## src/rtl/spi_fe_pkg.sv

```systemverilog
package spi_fe_pkg;

    localparam int ADDR_W = 8;
    localparam int DATA_W = 32;
    localparam int CMD_W  = 16;
    localparam int SYNC_W = 8;

    // Register offsets; the host software depends on these values
    localparam logic [ADDR_W-1:0] OFF_HOLD     = 8'h40;
    localparam logic [ADDR_W-1:0] OFF_IRQ_EN   = 8'h80;
    localparam logic [ADDR_W-1:0] OFF_IRQ_PEND = 8'h84;
    localparam logic [ADDR_W-1:0] OFF_IRQ_SRC  = 8'h88;
    localparam logic [ADDR_W-1:0] OFF_SYNC     = 8'hC0;
    localparam logic [ADDR_W-1:0] OFF_CMD_ROOM = 8'hD0;
    localparam logic [ADDR_W-1:0] OFF_TX_ROOM  = 8'hD4;
    localparam logic [ADDR_W-1:0] OFF_RX_LVL   = 8'hD8;
    localparam logic [ADDR_W-1:0] OFF_CMD_PUSH = 8'hE0;
    localparam logic [ADDR_W-1:0] OFF_TX_PUSH  = 8'hE4;
    localparam logic [ADDR_W-1:0] OFF_RX_POP   = 8'hE8;
    localparam logic [ADDR_W-1:0] OFF_RX_PEEK  = 8'hEC;

    // Interrupt vector; sync is bit 3, command watermark bit 0
    typedef struct packed {
        logic sync_hit;
        logic rx_high;
        logic tx_low;
        logic cmd_low;
    } irq_bits_t;

    function automatic logic [DATA_W-1:0] widen(input logic [DATA_W-1:0] v);
        return v;
    endfunction

endpackage

```

## src/rtl/spi_fe_fifo.sv

```systemverilog
module spi_fe_fifo #(
    parameter int W     = 32,
    parameter int DEPTH = 16
) (
    input  logic                       clk,
    input  logic                       flush,
    input  logic                       push,
    input  logic [W-1:0]               din,
    input  logic                       pop,
    output logic [W-1:0]               dout,
    output logic                       full,
    output logic                       empty,
    output logic [$clog2(DEPTH):0]     level
);
    localparam int AW = $clog2(DEPTH);
    localparam int LW = AW + 1;
    localparam logic [AW-1:0] LAST = AW'(DEPTH - 1);

    logic [W-1:0]  mem [DEPTH];
    logic [AW-1:0] wr_ptr, rd_ptr;
    logic [LW-1:0] count;
    logic          do_push, do_pop;

    assign full    = (count == LW'(DEPTH));
    assign empty   = (count == '0);
    assign level   = count;
    assign do_push = push && !full;
    assign do_pop  = pop && !empty;
    assign dout    = empty ? '0 : mem[rd_ptr];

    always_ff @(posedge clk) begin
        if (do_push && !flush) mem[wr_ptr] <= din;
    end

    always_ff @(posedge clk) begin
        if (flush) begin
            wr_ptr <= '0;
            rd_ptr <= '0;
            count  <= '0;
        end else begin
            if (do_push) wr_ptr <= (wr_ptr == LAST) ? '0 : wr_ptr + 1'b1;
            if (do_pop)  rd_ptr <= (rd_ptr == LAST) ? '0 : rd_ptr + 1'b1;
            count <= count + LW'(do_push) - LW'(do_pop);
        end
    end


    level_bound_chk: assert property (@(posedge clk) disable iff (flush)
        count <= LW'(DEPTH));


    full_push_chk: assert property (@(posedge clk) disable iff (flush)
        (push && full && !pop) |=> (count == $past(count)));


    empty_pop_chk: assert property (@(posedge clk) disable iff (flush)
        (pop && empty && !push) |=> empty);

endmodule

```

## src/rtl/spi_fe_irq.sv

```systemverilog
module spi_fe_irq
    import spi_fe_pkg::*;
(
    input  logic      clk,
    input  logic      rst,
    input  irq_bits_t set_bits,
    input  logic      clr_we,
    input  irq_bits_t clr_bits,
    input  logic      en_we,
    input  irq_bits_t en_bits,
    output irq_bits_t pending,
    output irq_bits_t enable,
    output irq_bits_t source,
    output logic      irq
);
    irq_bits_t clr_eff;

    assign clr_eff = clr_we ? clr_bits : '0;
    assign source  = pending & enable;
    assign irq     = |source;

    always_ff @(posedge clk) begin
        if (rst) begin
            pending <= '0;
            enable  <= '0;
        end else begin
            pending <= (pending & ~clr_eff) | set_bits;
            if (en_we) enable <= en_bits;
        end
    end


    sync_clear_chk: assert property (@(posedge clk) disable iff (rst)
        (clr_we && clr_bits.sync_hit && !set_bits.sync_hit) |=> !pending.sync_hit);

endmodule

```

## src/rtl/spi_host_frontend.sv

```systemverilog
module spi_host_frontend
    import spi_fe_pkg::*;
#(
    parameter int DEPTH  = 16,
    parameter int MARGIN = 4
) (
    input  logic              clk,
    input  logic              rst,
    input  logic [7:0]        bus_addr,
    input  logic              bus_wr,
    input  logic [31:0]       bus_wdata,
    input  logic              bus_rd,
    output logic [31:0]       bus_rdata,
    output logic              irq,
    output logic              engine_hold,
    output logic              cmd_valid,
    input  logic              cmd_ready,
    output logic [15:0]       cmd_data,
    output logic              tx_valid,
    input  logic              tx_ready,
    output logic [31:0]       tx_data,
    input  logic              rx_valid,
    output logic              rx_ready,
    input  logic [31:0]       rx_data,
    input  logic              sync_valid,
    input  logic [7:0]        sync_id_in
);
    localparam int LW = $clog2(DEPTH) + 1;
    localparam logic [LW-1:0] FULL_LVL = LW'(DEPTH);
    localparam logic [LW-1:0] LOW_MARK = LW'(MARGIN);
    localparam logic [LW-1:0] HI_MARK  = LW'(DEPTH - MARGIN);

    logic              hold_q, flush;
    logic [SYNC_W-1:0] sync_q;
    logic [LW-1:0]     cmd_lvl, tx_lvl, rx_lvl;
    logic              cmd_full, cmd_empty, tx_full, tx_empty, rx_full, rx_empty;
    logic [DATA_W-1:0] rx_head, rd_mux;
    irq_bits_t         set_bits, pending, enable, source;

    assign flush       = rst || hold_q;
    assign engine_hold = hold_q;

    function automatic logic wr_hit(input logic [ADDR_W-1:0] off);
        return bus_wr && (bus_addr == off);
    endfunction

    always_ff @(posedge clk) begin
        if (rst) hold_q <= 1'b0;
        else if (wr_hit(OFF_HOLD)) hold_q <= bus_wdata[0];
    end

    always_ff @(posedge clk) begin
        if (rst) sync_q <= '0;
        else if (sync_valid) sync_q <= sync_id_in;
    end

    assign cmd_valid = !cmd_empty && !hold_q;
    assign tx_valid  = !tx_empty && !hold_q;
    assign rx_ready  = !rx_full && !hold_q;

    spi_fe_fifo #(.W(CMD_W), .DEPTH(DEPTH)) u_cmd (
        .clk(clk), .flush(flush),
        .push(wr_hit(OFF_CMD_PUSH)), .din(bus_wdata[CMD_W-1:0]),
        .pop(cmd_valid && cmd_ready), .dout(cmd_data),
        .full(cmd_full), .empty(cmd_empty), .level(cmd_lvl));

    spi_fe_fifo #(.W(DATA_W), .DEPTH(DEPTH)) u_tx (
        .clk(clk), .flush(flush),
        .push(wr_hit(OFF_TX_PUSH)), .din(bus_wdata),
        .pop(tx_valid && tx_ready), .dout(tx_data),
        .full(tx_full), .empty(tx_empty), .level(tx_lvl));

    spi_fe_fifo #(.W(DATA_W), .DEPTH(DEPTH)) u_rx (
        .clk(clk), .flush(flush),
        .push(rx_valid && rx_ready), .din(rx_data),
        .pop(bus_rd && (bus_addr == OFF_RX_POP)), .dout(rx_head),
        .full(rx_full), .empty(rx_empty), .level(rx_lvl));

    always_comb begin
        set_bits.cmd_low  = (cmd_lvl <= LOW_MARK);
        set_bits.tx_low   = (tx_lvl <= LOW_MARK);
        set_bits.rx_high  = (rx_lvl >= HI_MARK);
        set_bits.sync_hit = sync_valid;
    end

    spi_fe_irq u_irq (
        .clk(clk), .rst(rst), .set_bits(set_bits),
        .clr_we(wr_hit(OFF_IRQ_PEND)), .clr_bits(irq_bits_t'(bus_wdata[3:0])),
        .en_we(wr_hit(OFF_IRQ_EN)), .en_bits(irq_bits_t'(bus_wdata[3:0])),
        .pending(pending), .enable(enable), .source(source), .irq(irq));

    always_comb begin
        rd_mux = '0;
        case (bus_addr)
            OFF_HOLD:     rd_mux = widen({31'd0, hold_q});
            OFF_IRQ_EN:   rd_mux = widen({28'd0, enable});
            OFF_IRQ_PEND: rd_mux = widen({28'd0, pending});
            OFF_IRQ_SRC:  rd_mux = widen({28'd0, source});
            OFF_SYNC:     rd_mux = widen({24'd0, sync_q});
            OFF_CMD_ROOM: rd_mux = widen(DATA_W'(FULL_LVL - cmd_lvl));
            OFF_TX_ROOM:  rd_mux = widen(DATA_W'(FULL_LVL - tx_lvl));
            OFF_RX_LVL:   rd_mux = widen(DATA_W'(rx_lvl));
            OFF_RX_POP,
            OFF_RX_PEEK:  rd_mux = rx_head;
            default:      rd_mux = '0;
        endcase
    end

    always_ff @(posedge clk) begin
        if (rst) bus_rdata <= '0;
        else if (bus_rd) bus_rdata <= rd_mux;
    end


    sync_latch_chk: assert property (@(posedge clk) disable iff (rst)
        sync_valid |=> (sync_q == $past(sync_id_in)) && pending.sync_hit);


    hold_flush_chk: assert property (@(posedge clk) disable iff (rst)
        hold_q |=> (cmd_lvl == '0) && (tx_lvl == '0) && (rx_lvl == '0));


    hold_gate_chk: assert property (@(posedge clk) disable iff (rst)
        hold_q |-> !cmd_valid && !tx_valid && !rx_ready);

endmodule

```

## config.mk

```make
export PLATFORM = sky130hd
export DESIGN_NAME = spi_host_frontend
export DESIGN_NICKNAME = d
export VERILOG_FILES = /design/src/rtl/spi_fe_pkg.sv /design/src/rtl/spi_fe_fifo.sv /design/src/rtl/spi_fe_irq.sv /design/src/rtl/spi_host_frontend.sv
export SDC_FILE = /design/constraint.sdc
export NUM_CORES = 1
export LEC_CHECK = 0
export BUFFER_PORTS_ARGS = -buffer_cell sky130_fd_sc_hd__clkbuf_2
export CAP_MARGIN = 25
export CORE_MARGIN = 2
export CORE_UTILIZATION = 55
export CTS_BUF_LIST = sky130_fd_sc_hd__clkbuf_4
export DETAILED_ROUTE_END_ITERATION = 6
export GPL_TIMING_DRIVEN = 1
export PLACE_DENSITY = 0.72
export SLEW_MARGIN = 20
export SYNTH_ARGS = -nofsm -noshare
export SYNTH_HDL_FRONTEND = slang
export SYNTH_SLANG_ARGS = --single-unit
```

## constraint.sdc

```tcl
create_clock -name clk -period 11.56 [get_ports clk]
set_input_delay 1.734 -clock clk [delete_from_list [all_inputs] [get_ports clk]]
set_output_delay 1.734 -clock clk [all_outputs]
set_load 0.02 [all_outputs]
```

==> metrics.txt <==
logic depth of the worst register-to-register path=16; Worst Path Required=9830 ps; initial DRC count=2297; cell breakdown of the critical path=buf_4 > buf_4 > mux4_2 > mux4_2 > nor2b_1 > clkbuf_2; hold buffer count at cts=0; number of filler cells placed in the layout=6544; net count after synthesis=2682; dpl cells=3902; arrival time at the worst endpoint=4700 ps; warnings from Yosys=0; first-pass GRT wire length=176000 µm; floorplan die height=317 µm; worst-skew pair later-pin latency=1180 ps; fraction of synthesized cell area taken by the top area cell type=71.4%; signed area change from the synthesized netlist to the final layout=13.4%; number of instances resized during post-cts repair=0; I/O pin count=173; largest fanout of any net on the critical path=36; Final nets=3130; worst slew margin relative to its limit=29.5%; critical path capture point type=primary output; area taken by flip-flops and latches=40500 µm²; critical register-to-register path endpoint=u_tx.level[4]; RSZ-0062 raised after global routing=false; worst stage delay on the critical path=690 ps; number of buffers and inverters on the critical path=3; H-tree depth reported by CTS=5; Placer Congestion=0.792; power density relative to cell area=183 nW/µm²; post-route fraction of the period consumed by the critical path=55.6%; vias after detailed routing=27400; run status=finished clean; routed len/inst=25.9 µm; TNS Setup=0 ps; cell count after synthesis=2545; number of clock sinks=1380; cell with the biggest individual delay on the critical path=sky130_fd_sc_hd__dfxtp_4; most common cell after layout, fill and taps aside=sky130_fd_sc_hd__edfxtp_1; end of the worst hold path=bus_rdata[30]; net switching power figure=2750 µW; vias in the first global route=29100; TritonCTS clock tree=yes; reg2reg start=u_tx.level[0]; IR drop worst, VDD=0.000125 V; number of buffers on the longest clock path=4; critical setup path kind=register to primary output; number of iterations in the first detailed-routing pass=7; starting density of the core=55.6%; actual slew at the worst max-slew pin=1060 ps; clock root buffer=sky130_fd_sc_hd__clkbuf_4; HPWL reported at the end of detailed placement=66500 µm; GR Util All Layers=23.9%; worst-case register-to-register setup slack=7890 ps; share of synthesized flip-flops with an asynchronous set or reset=0%; die area=100000 µm²; final-report setup violation count=0; number of maximum-capacitance constraint violations=0; Mapped Area=53800 µm²; top post-synthesis cells by area=sky130_fd_sc_hd__edfxtp_1 (71%), sky130_fd_sc_hd__mux4_2 (15%), sky130_fd_sc_hd__dfxtp_1 (3.7%); pin count of the biggest net entering global routing=100; Via density=6.05; share of total power in the clock network=37.2%; total number of placement rows=114; fraction of layout instances using a drive strength above 1=36.5%; core footprint=96900 µm²; Post-CTS Setup Bufs=0; combinational share of power=12.5%; type of origin of the critical path=register; delay-heaviest family, CP=buffers and inverters; largest area contributor in the netlist=sky130_fd_sc_hd__edfxtp_1; Worst Hold Class=register to register; final WL=117000 µm; DIE WIDTH=317 µm; initial antenna violation count=16; switching part of the total=24.7%; hold depth=1; syn_area_per_cell=21.1 µm²; flip-flop and latch count after synthesis=1380; count of flip-flops with a built-in enable after synthesis=1280; count of placed standard cells in the final layout, fillers left out=4527; Max Clk Rate=155 MHz; Final Max Tran Viols=0; final worst clock skew=97.0 ps; area of combinational cells with multiple inputs=12800 µm²; Hold Worst Slack=496 ps; leakage power=0.0196 µW; remaining global-route overflow=0; post-layout min period=6430 ps; startpoint of the lowest-slack hold path=bus_rdata[30]; Final Hold Vio Count=0; number of clock buffers inserted by TritonCTS=359; count of distinct cell types in the synthesized netlist=65; Seq/Total Area, Yosys=75.1%; most instantiated flip-flop cell in the synthesis netlist=sky130_fd_sc_hd__edfxtp_1; clock edge transition at the registers on the reported setup and hold paths=70 ps; total DRC errors in the routed layout=0; commonest cells after routing, fill and taps aside=sky130_fd_sc_hd__edfxtp_1 (1280), sky130_fd_sc_hd__clkbuf_4 (510), sky130_fd_sc_hd__mux4_2 (365); Internal Pwr Total=8390 µW; antenna viol nets, final=0; port bufs=172; sequential share of power=50.3%
-- worst register-to-register path, stage by stage, from the launching register on --
cell                      delay [ps]
sky130_fd_sc_hd__dfxtp_1         390
sky130_fd_sc_hd__inv_1           110
sky130_fd_sc_hd__ha_1            200
sky130_fd_sc_hd__and2_1          180
sky130_fd_sc_hd__ha_2            840
sky130_fd_sc_hd__nor2_1          280
sky130_fd_sc_hd__nand2_1         220
sky130_fd_sc_hd__nand2_1          70
sky130_fd_sc_hd__nand2_1          90
sky130_fd_sc_hd__ha_1            190
sky130_fd_sc_hd__inv_1            70
sky130_fd_sc_hd__fa_1            430
sky130_fd_sc_hd__nor2_1          110
sky130_fd_sc_hd__nor2_1           50
sky130_fd_sc_hd__nor2_1          120
sky130_fd_sc_hd__or3_1           130
sky130_fd_sc_hd__a21oi_1          60
-- cell usage after synthesis (all sizes together) (30+ instances only) --
master,number
ha,46
nor2b,78
edfxtp,1280
inv,30
mux2i,54
dfxtp,100
and2,41
mux4,365
nand2,52
a21oi,53
clkbuf,71
buf,61
nor2,84
-- stage by stage --
stage	util (%)	cell area [µm²]	worst slack (ps)	power [µW]
final	63.0	61000	5130	11100
after global routing	63.0	61000	4640	11600
after CTS	62.9	60900	4800	11300
after detailed placement	58.2	56400	6120	7130
after global placement	57.9	56100	6160	7090
after floorplan	-	53800	6130	6650
-- power by group through the flow --
| stage | clock network, µW | logic [µW] | registers, µW |
|---|---|---|---|
| 6_report | 4150 | 1400 | 5600 |
| 3_3_place_gp | 0 | 1380 | 5710 |
| 5_1_grt | 4520 | 1510 | 5610 |
| 3_5_place_dp | 0 | 1410 | 5710 |
| 4_1_cts | 4250 | 1420 | 5610 |
| 2_1_floorplan | 0 | 1000 | 5650 |
-- cells by family (layout without fill, tap and decap cells) --
kind of cell	after synthesis	after routing	synth area share, %
compound gates	176	176	2.35
xor+xnor	18	18	0.293
fa+ha+maj	49	49	1.18
buf+inv	162	861	1.28
flops	1380	1380	75.1
mux	422	422	16.3
other cells	0	7	0
simple gates	338	338	3.41
-- layout make-up --
cell class,count,area share [%]
Sequential cell,1380,66.3
Multi-Input combinational cell,1003,21.0
Clock buffer,510,6.27
Tap cell,1276,2.62
Timing Repair Buffer,219,2.44
Clock inverter,102,1.14
Inverter,30,0.184
Antenna cell,7,0.0287
-- how the worst max path moves through the flow --
| stage | to | slack (ps) | cells past startpoint |
|---|---|---|---|
| floorplan | u_rx.mem[3][0] | 6130 | 5 |
| global placement | tx_data[0] | 6160 | 6 |
| detailed placement | tx_data[1] | 6120 | 6 |
| CTS | tx_data[0] | 4800 | 6 |
| global route | tx_data[1] | 4640 | 6 |
| finish | tx_data[1] | 5130 | 6 |
-- metal layers --
layer / share of wire (%) / GRT usage, % / up-vias
li1: - / - / 11700
met1: 38 / 30.6 / 14300
met2: 51 / 40.0 / 1184
met3: 8.0 / 6.46 / 214
met4: 2.2 / 8.37 / 14
met5: 0.083 / 0 / -
-- sequential cells by signal (all words and copies together) (netlist names), named ones only --
signal         flops
u_cmd.level        5
bus_rdata         32
u_rx.mem         512
sync_q             8
u_cmd.rd_ptr       4
u_cmd.mem        256
u_tx.rd_ptr        4
u_tx.mem         512
u_tx.wr_ptr        4
u_rx.wr_ptr        4
u_rx.level         5
u_rx.rd_ptr        4
u_cmd.wr_ptr       4
u_irq.pending      4
engine_hold        1
u_irq.enable       4
u_tx.level         5
Power figures use the tool's default switching activity.
